===== src/rtl/vramp_pkg.sv =====
package vramp_pkg;
  typedef enum logic [2:0] {
    ST_OFF   = 3'd0,
    ST_START = 3'd1,
    ST_PLAY  = 3'd2,
    ST_DOWN  = 3'd3,
    ST_HOLD  = 3'd4,
    ST_SLEEP = 3'd5,
    ST_WAKE  = 3'd6
  } seq_state_e;
endpackage


===== src/rtl/vramp_ms_timer.sv =====
module vramp_ms_timer #(
  parameter int CNT_W = 5
) (
  input  logic             clk_i,
  input  logic             rst_ni,
  input  logic             clear_i,
  input  logic             tick_i,
  input  logic [CNT_W-1:0] limit_i,
  output logic             done_o
);
  logic [CNT_W-1:0] cnt_q;

  assign done_o = (cnt_q >= limit_i);

  always_ff @(posedge clk_i or negedge rst_ni) begin
    if (!rst_ni)                cnt_q <= '0;
    else if (clear_i)           cnt_q <= '0;
    else if (tick_i && !done_o) cnt_q <= cnt_q + 1'b1;
  end
endmodule


===== src/rtl/vramp_ramp.sv =====
module vramp_ramp #(
  parameter int VOL_W        = 8,
  parameter int STEP_SAMPLES = 8
) (
  input  logic             clk_i,
  input  logic             rst_ni,
  input  logic             run_i,
  input  logic [VOL_W-1:0] goal_i,
  input  logic             stb_i,
  output logic [VOL_W-1:0] vol_o,
  output logic             busy_o
);
  localparam int PACE_W = (STEP_SAMPLES > 2) ? $clog2(STEP_SAMPLES) : 1;
  localparam logic [PACE_W-1:0] PACE_LAST = PACE_W'(STEP_SAMPLES - 1);

  logic [VOL_W-1:0]  vol_q, goal_q;
  logic [PACE_W-1:0] pace_q;
  logic              goal_moved, at_goal, go_up;

  assign goal_moved = (goal_i != goal_q);
  assign at_goal    = (vol_q == goal_i);
  assign go_up      = (vol_q < goal_i);
  assign vol_o      = vol_q;
  assign busy_o     = !at_goal;

  always_ff @(posedge clk_i or negedge rst_ni) begin
    if (!rst_ni) begin
      vol_q  <= '0;
      goal_q <= '0;
      pace_q <= '0;
    end else begin
      goal_q <= goal_i;
      if (!run_i) begin
        vol_q  <= '0;
        pace_q <= '0;
      end else if (goal_moved || at_goal) begin
        pace_q <= '0;
      end else if (stb_i) begin
        if (pace_q == PACE_LAST) begin
          pace_q <= '0;
          vol_q  <= go_up ? vol_q + 1'b1 : vol_q - 1'b1;
        end else begin
          pace_q <= pace_q + 1'b1;
        end
      end
    end
  end
endmodule


===== src/rtl/vramp_mode_fsm.sv =====
module vramp_mode_fsm
  import vramp_pkg::*;
#(
  parameter int TMR_W      = 5,
  parameter int STARTUP_MS = 25,
  parameter int SETTLE_MS  = 1
) (
  input  logic             clk_i,
  input  logic             rst_ni,
  input  logic             shdn_req_i,
  input  logic             sleep_i,
  input  logic             mute_i,
  input  logic             at_floor_i,
  input  logic             tmr_done_i,
  output logic             tmr_clear_o,
  output logic [TMR_W-1:0] tmr_limit_o,
  output logic             run_o,
  output logic             floor_goal_o
);
  seq_state_e state_q, state_d;
  logic       stay_on;

  assign stay_on = !shdn_req_i && !sleep_i;

  always_comb begin
    state_d = state_q;
    unique case (state_q)
      ST_OFF:   if (stay_on) state_d = ST_START;
      ST_START: begin
        if (!stay_on)        state_d = ST_OFF;
        else if (tmr_done_i) state_d = ST_PLAY;
      end
      ST_PLAY:  if (!stay_on) state_d = ST_DOWN;
      ST_DOWN: begin
        if (stay_on)         state_d = ST_PLAY;
        else if (at_floor_i) state_d = ST_HOLD;
      end
      ST_HOLD: begin
        if (stay_on)         state_d = ST_PLAY;
        else if (tmr_done_i) state_d = shdn_req_i ? ST_OFF : ST_SLEEP;
      end
      ST_SLEEP: begin
        if (shdn_req_i)      state_d = ST_OFF;
        else if (!sleep_i)   state_d = ST_WAKE;
      end
      ST_WAKE: begin
        if (shdn_req_i)      state_d = ST_OFF;
        else if (sleep_i)    state_d = ST_SLEEP;
        else if (tmr_done_i) state_d = ST_PLAY;
      end
      default:               state_d = ST_OFF;
    endcase
  end

  always_ff @(posedge clk_i or negedge rst_ni) begin
    if (!rst_ni) state_q <= ST_OFF;
    else         state_q <= state_d;
  end

  assign tmr_clear_o  = (state_d != state_q);
  assign tmr_limit_o  = (state_q == ST_START) ? TMR_W'(STARTUP_MS) : TMR_W'(SETTLE_MS);
  assign run_o        = (state_q == ST_PLAY) || (state_q == ST_DOWN) || (state_q == ST_HOLD);
  assign floor_goal_o = (state_q != ST_PLAY) || mute_i;
endmodule


===== src/rtl/vramp_seq_top.sv =====
module vramp_seq_top #(
  parameter int VOL_W        = 8,
  parameter int STEP_SAMPLES = 8,
  parameter int STARTUP_MS   = 25,
  parameter int SETTLE_MS    = 1
) (
  input  logic             clk_i,
  input  logic             rst_ni,
  input  logic [VOL_W-1:0] vol_target_i,
  input  logic             shdn_pin_i,
  input  logic             shdn_reg_i,
  input  logic             sleep_i,
  input  logic             mute_i,
  input  logic             sample_stb_i,
  input  logic             ms_tick_i,
  output logic [VOL_W-1:0] vol_o,
  output logic             sw_en_o,
  output logic             ramping_o
);
  localparam int MAX_MS = (STARTUP_MS > SETTLE_MS) ? STARTUP_MS : SETTLE_MS;
  localparam int TMR_W  = $clog2(MAX_MS + 1);

  logic             shdn_req, run, floor_goal, tmr_clear, tmr_done;
  logic [TMR_W-1:0] tmr_limit;
  logic [VOL_W-1:0] goal, vol;

  assign shdn_req = shdn_pin_i | shdn_reg_i;
  assign goal     = floor_goal ? '0 : vol_target_i;

  vramp_mode_fsm #(
    .TMR_W(TMR_W), .STARTUP_MS(STARTUP_MS), .SETTLE_MS(SETTLE_MS)
  ) i_fsm (
    .clk_i, .rst_ni,
    .shdn_req_i  (shdn_req),
    .sleep_i,
    .mute_i,
    .at_floor_i  (vol == '0),
    .tmr_done_i  (tmr_done),
    .tmr_clear_o (tmr_clear),
    .tmr_limit_o (tmr_limit),
    .run_o       (run),
    .floor_goal_o(floor_goal)
  );

  vramp_ms_timer #(.CNT_W(TMR_W)) i_tmr (
    .clk_i, .rst_ni,
    .clear_i(tmr_clear),
    .tick_i (ms_tick_i),
    .limit_i(tmr_limit),
    .done_o (tmr_done)
  );

  vramp_ramp #(.VOL_W(VOL_W), .STEP_SAMPLES(STEP_SAMPLES)) i_ramp (
    .clk_i, .rst_ni,
    .run_i (run),
    .goal_i(goal),
    .stb_i (sample_stb_i),
    .vol_o (vol),
    .busy_o(ramping_o)
  );

  assign vol_o   = vol;
  assign sw_en_o = run;
endmodule


===== config.mk =====
export PLATFORM = sky130hd
export DESIGN_NAME = vramp_seq_top
export DESIGN_NICKNAME = d
export VERILOG_FILES = /design/src/rtl/vramp_pkg.sv /design/src/rtl/vramp_ms_timer.sv /design/src/rtl/vramp_ramp.sv /design/src/rtl/vramp_mode_fsm.sv /design/src/rtl/vramp_seq_top.sv
export SDC_FILE = /design/constraint.sdc
export NUM_CORES = 1
export LEC_CHECK = 0
export BUFFER_PORTS_ARGS = -buffer_cell sky130_fd_sc_hd__buf_2
export CAP_MARGIN = 40
export CORE_MARGIN = 4
export CORE_UTILIZATION = 58
export DETAILED_ROUTE_END_ITERATION = 16
export GPL_TIMING_DRIVEN = 0
export PLACE_DENSITY = 0.86
export SLEW_MARGIN = 20
export SYNTH_ARGS = -nofsm -noshare
export SYNTH_HDL_FRONTEND = slang
export SYNTH_SLANG_ARGS = --single-unit

===== constraint.sdc =====
create_clock -name clk_i -period 5.09 [get_ports clk_i]
set_clock_uncertainty 0.05 [all_clocks]
set_input_delay 0.509 -clock clk_i [delete_from_list [all_inputs] [get_ports clk_i]]
set_output_delay 0.509 -clock clk_i [all_outputs]
set_load 0.02 [all_outputs]

## Word level (Yosys, flattened, before mapping)

Cells that the tools add are included.

- $add $sub $neg: 4
- Multiply operators: 0
- Divide/modulo/power cells: 0
- $lt $le $gt $ge: 2
- Equal/unequal tests: 15
- Shifts and indexed selects: 0
- Mux-type cells: 27
- Bitwise logic cells: 1
- Reduce and logical (&&, ||, !) cells: 14

Operators with widths:

| kind | number |
|---|---|
| $mux 3 | 17 |
| $mux 8 | 6 |
| $pmux 3 s7 | 1 |
| $mux 5 | 3 |
| $eq 3x3->1 const B | 4 |
| $add 8x1->8 const B | 1 |
| $eq 8x8->1 | 1 |
| $logic_not 8->1 | 1 |
| $lt 8x8->1 | 1 |
| $ne 8x8->1 | 1 |
| $sub 8x1->8 const B | 1 |
| $eq 3x2->1 const B | 2 |
| $ne 2x2->1 const B | 3 |
| $add 5x1->5 const B | 1 |
| $ge 5x5->1 | 1 |
| $logic_not 1->1 | 4 |
| $logic_or 1x1->1 | 4 |
| $add 3x1->3 const B | 1 |
| $eq 3x1->1 const B | 1 |
| $logic_not 3->1 | 1 |
| $ne 3x2->1 const B | 1 |
| $ne 3x3->1 | 1 |
| $ne 3x3->1 const B | 1 |
| $reduce_and 3->1 | 1 |
| 3 further kinds | 4 |

- Register bits after elaboration: 27
- Bits in latches: 0
- Bits in writable memories: 0
- ROM bits: 0
- Input bits: 16
- Output and inout port bits: 10
- Logic and storage cells: 68
- Memories kept: 0

## Longest topological paths before layout

- Depth after elaboration: 9
- Mapped depth: 17
- Mapped depth without buffers: 15

## Hierarchy

From an unflattened synthesis, not the netlist that was laid out.

- Cell total of the unflattened synthesis: 237
- Area, all modules: 2152.1 sq um

By module, submodules not included:

| module | times used | cells an instance | area each (sq um) | seq. area each (sq um) |
|---|---|---|---|---|
| vramp_ramp | 1 | 134 | 1318.8 | 475.5 |
| vramp_ms_timer | 1 | 43 | 399.1 | 125.1 |
| vramp_mode_fsm | 1 | 48 | 359.1 | 75.1 |
| vramp_seq_top | 1 | 12 | 75.1 | 0.0 |

## Worst setup path before layout

No wires, ideal clock.

- Kind: reg2reg
- Start: register i_fsm.state_q[2]
- End: register i_ramp.vol_q[7], in the netlist i_ramp.vol_o[7]
- Setup time: 79 ps
- Data arrival time: 3748 ps
- Data required time: 4961 ps
- Path slack: 1212 ps
- Stages on the path, launching flop included: 16
- Buffers on the path: 1
- Clock period less this slack: 3878 ps
- Cells stage by stage: dfrtp_1 buf_6 nor4b_4 nand2_1 ha_1 nor2b_1 o211ai_1 a21oi_1 or3_1 ha_1 nand3_1 o221ai_1 o41ai_1 or4_1 a211oi_1 mux2i_1

- Word-level cells in the longest chain between the ends: 9

Ends and longest elaborated chain:

| what | line | source |
|---|---|---|
| start: declaration | vramp_mode_fsm.sv:20 | `seq_state_e state_q, state_d;` |
| start signal: assignment | vramp_mode_fsm.sv:57 | `else state_q <= state_d;` |
| $ne 3x2->1 | vramp_mode_fsm.sv:63 | `assign floor_goal_o = (state_q != ST_PLAY) \|\| mute_i;` |
| $logic_or 1x1->1 | vramp_mode_fsm.sv:63 |  |
| $mux 8 | vramp_seq_top.sv:28 | `assign goal = floor_goal ? '0 : vol_target_i;` |
| $lt 8x8->1 | vramp_ramp.sv:22 | `assign go_up = (vol_q < goal_i);` |
| $mux 8 | vramp_ramp.sv:41 | `vol_q <= go_up ? vol_q + 1'b1 : vol_q - 1'b1;` |
| $mux 8 | vramp_ramp.sv:39 | `if (pace_q == PACE_LAST) begin` |
| $mux 8 | vramp_ramp.sv:38 | `end else if (stb_i) begin` |
| $mux 8 | vramp_ramp.sv:36 | `end else if (goal_moved \|\| at_goal) begin` |
| $mux 8 | vramp_ramp.sv:33 | `if (!run_i) begin` |
| end signal: assignment | vramp_ramp.sv:41 |  |
| end: declaration | vramp_ramp.sv:16 | `logic [VOL_W-1:0] vol_q, goal_q;` |

Several ways; a longest one is shown, not always the timed one. The select of a mux whose other input is x is not followed.
A chain may end at the register's enable or synchronous reset.

## Worst setup path in the final report

Ends and elaborated chain as after synthesis.

==> metrics <==
fillers 290; startpoint types flip-flop; vias per cell 5.97; Core Footprint 0.00342 mm2; Hold Crit Class in2async; share of post-route cells with drive strength above 1 17.5%; Int Pwr 483 uW; Crit Path Max Fanout 9; post-synthesis simple-gate area fraction 23.9%; Net Sw Frac 47.1%; total gr overflow 0; Routed WL 4580 um; clk root buf clkbuf_4; routability cong. 0.855; Mapped Cells 239; Post-CTS Setup Bufs 0; initial DRC count 257; TritonCTS clock tree done; setup TNS 0 ps; Top-Level Pins 26; initial antenna violation count 0; xor-xnor portion of the synthesized cell area 4.17%; IO Port Bufs 25; crit-path cells buf_6 > nor4b_4 > nand2_1 > ha_1 > nor2b_1 > o211ai_1 > a21oi_1 > or3_1 > ha_1 > a21oi_1 > o221ai_1 > o41ai_1 > o31ai_1 > a211oi_1 > mux2i_1; crit path max-delay cell type or3_1; clock sink count 27; Antenna Nets Post-Route 0; Seq/Total Area, Yosys 32.2%; # diodes 0; drt first pass iters 5; Worst R2R Setup Slack 570 ps; number of global-route vias before repair 1658; mean routed wirelength per cell 14.6 um; logic gate share of total power 60.3%; Post-synth EDFFs 0; Mapped Area 0.00210 mm2; Num CTS Buffers 3; largest net degree at the start of global routing 28; largest family of logic cells by synthesized area simple AND/OR/NAND/NOR gates; FF-to-FF Start i_fsm.state_q[2]$_DFF_PN0_; Total GRT Usage 21.1%; detailed placement HPWL 3640 um; Synth warnings 0; clock slew at reported path FFs 150 ps; worst stage delay on the critical path 520 ps; fin nets 306; CP arrival 4730 ps; register area 676 um2; std cell rows 21; clock buffer depth 2; Hold Vio Cnt, Final 0; final setup fails 0; leakage 1.15 nW; post-synthesis net count 276; P_sw 430 uW; Max-cap violations 0; worst vdd ir 0.199 mV; crit path from i_fsm.state_q[2]$_DFF_PN0_; worst relative slew slack 51.6%; Post-synth ARST share 100%; Tmin final 4520 ps; post_cts resized 0; hold_buf cts 0; # DRC 0; Final Power 913 uW; RSZ-0062 raised after global routing no; worst reg-to-reg path cell count 15; mux share of post-synthesis cell area 1.91%; Clk Latency, worst-skew pair 320 ps; Die Wd 68.2 um; global-route wire length before repair 7480 um; Setup Crit Path Kind reg2reg; Adder-Cell Fraction of Synth Area 12.9%; actual slew at the worst max-slew pin 726 ps; CP endpoint kind flip-flop; syn_area_per_cell 8.79 um2; compound-cell area share of the yosys netlist 19.9%; multi-input logic area 0.00132 mm2; Clk pwr share 10.3%; Vias 1875; #FFs+latches synth 27; CTS H-tree lvls 1; Fmax 221 MHz; Final period util 88.8%; Die ar. 0.00465 mm2; Main synth FF type dfrtp_1; Synth-to-Final Area Change 9.95%; Slew Limit Fails 0; status finished clean; die height 68.2 um; pwr dens 395 mW/mm2; sequential fraction of design power 29.4%; Starting Density 61.5%; Synth cell types 52; r2r endpoint i_ramp.vol_o[7]$_DFFE_PN0P_; Required @ worst endpoint 5300 ps
state kept, by name, summed over array words and instances, names as in the netlist:
signal / count
i_fsm.state_q: 3
i_ramp.goal_q: 8
i_ramp.pace_q: 3
i_ramp.vol_o: 8
i_tmr.cnt_q: 5
cells in the mapped netlist (all sizes together) (2+ instances only):
cell type | n | area share [%]
o31ai | 3 | 1.1
dfrtp | 27 | 32
xnor2 | 6 | 2.5
o31a | 3 | 1.3
inv | 18 | 3.2
buf | 3 | 1.3
clkbuf | 3 | 0.54
nand2 | 20 | 3.6
nor2b | 3 | 0.89
and4bb | 2 | 1.2
or3 | 3 | 0.89
mux2i | 4 | 1.9
or4 | 3 | 1.1
nand4 | 5 | 2.2
nand3b | 2 | 0.71
nor2 | 19 | 3.4
nor3 | 3 | 0.71
nand3 | 10 | 2.4
and3 | 6 | 1.9
o21ai | 20 | 5.1
a21oi | 23 | 5.5
nor4 | 2 | 0.60
a211oi | 3 | 1.3
o211ai | 2 | 0.71
xor2 | 4 | 1.7
nand2b | 3 | 0.89
ha | 20 | 12
critical path, delay by kind of cell, from the launching register on:
| kind | cells | cell delay (ps) |
|---|---|---|
| compound gates | 7 | 1560 |
| fa+ha+maj | 2 | 670 |
| buf+inv | 1 | 140 |
| flops | 1 | 410 |
| mux | 1 | 210 |
| simple gates | 4 | 1420 |
how the worst max path moves through the flow:
stage	endpoint	slack (ps)	depth (start not counted)
3_5_place_dp	i_ramp.vol_o[7]$_DFFE_PN0P_	550	15
4_1_cts	i_ramp.vol_o[7]$_DFFE_PN0P_	570	15
5_1_grt	i_ramp.vol_o[7]$_DFFE_PN0P_	240	15
6_report	i_ramp.vol_o[7]$_DFFE_PN0P_	570	15
2_1_floorplan	i_ramp.vol_o[7]$_DFFE_PN0P_	1210	15
3_3_place_gp	i_ramp.vol_o[7]$_DFFE_PN0P_	630	15
power groups by stage:
| stage | Clock [mW] | Combinational [mW] | Sequential [mW] |
|---|---|---|---|
| after floorplan | 0 | 0.428 | 0.267 |
| after global placement | 0 | 0.524 | 0.272 |
| after detailed placement | 0 | 0.546 | 0.273 |
| after CTS | 0.0944 | 0.548 | 0.269 |
| after global routing | 0.105 | 0.620 | 0.274 |
| final | 0.0938 | 0.550 | 0.269 |
cell type report:
class / instances / share of cell area (%)
inverters: 18 / 2.93
multi-input cells: 188 / 57.1
repair buffers: 25 / 5.42
plain buffers: 6 / 1.68
well taps: 46 / 2.49
flip-flops and latches: 27 / 29.3
clock buffers: 4 / 1.14
metal layers:
metal  up-vias  share of wire [%]  GRT usage (%)
li1        931                  -              -
met5         -                  0              0
met4         0               0.79           5.96
met2        57                 50           35.7
met1       883                 45           28.4
met3         4                4.9           2.13
per-stage QoR:
stage | cells | cell area, um2 | utilization, % | setup WS, ps | hold WS, ps
floorplan | 239 | 2100 | - | 1210 | 163
global placement | 310 | 2280 | 66.8 | 631 | 465
global route | 314 | 2310 | 67.6 | 238 | 157
CTS | 314 | 2310 | 67.6 | 575 | 137
finish | 314 | 2310 | 67.6 | 569 | 116
detailed placement | 310 | 2280 | 66.8 | 549 | 482
placed cells by master, fill, tap and decap left out, types with 3 or more instances in the layout:
cell,synthesis,routed
nand2_1,20,20
dfrtp_1,27,27
o31ai_1,3,3
and3_1,4,4
a21oi_1,23,23
nand2b_1,3,3
or4_1,3,3
xor2_1,4,4
nand4_1,4,4
clkbuf_1,3,4
xnor2_1,6,6
mux2i_1,4,4
o21ai_0,17,17
o31a_1,3,3
nor3_1,3,3
nand3_1,10,10
clkbuf_4,0,3
nor2_1,19,19
or3_1,3,3
ha_1,20,20
inv_1,18,18
buf_2,1,26
nor2b_1,3,3
logic make-up (layout without fill, tap and decap cells):
family | after synthesis | in the layout
DFF | 27 | 27
AOI/OAI and AO/OA | 65 | 65
buffers and inverters | 24 | 53
adders and majority gates | 21 | 21
and+or+nand+nor | 88 | 88
xor gates and xnor gates | 10 | 10
muxes | 4 | 4
(Power assumes the default switching activity.)
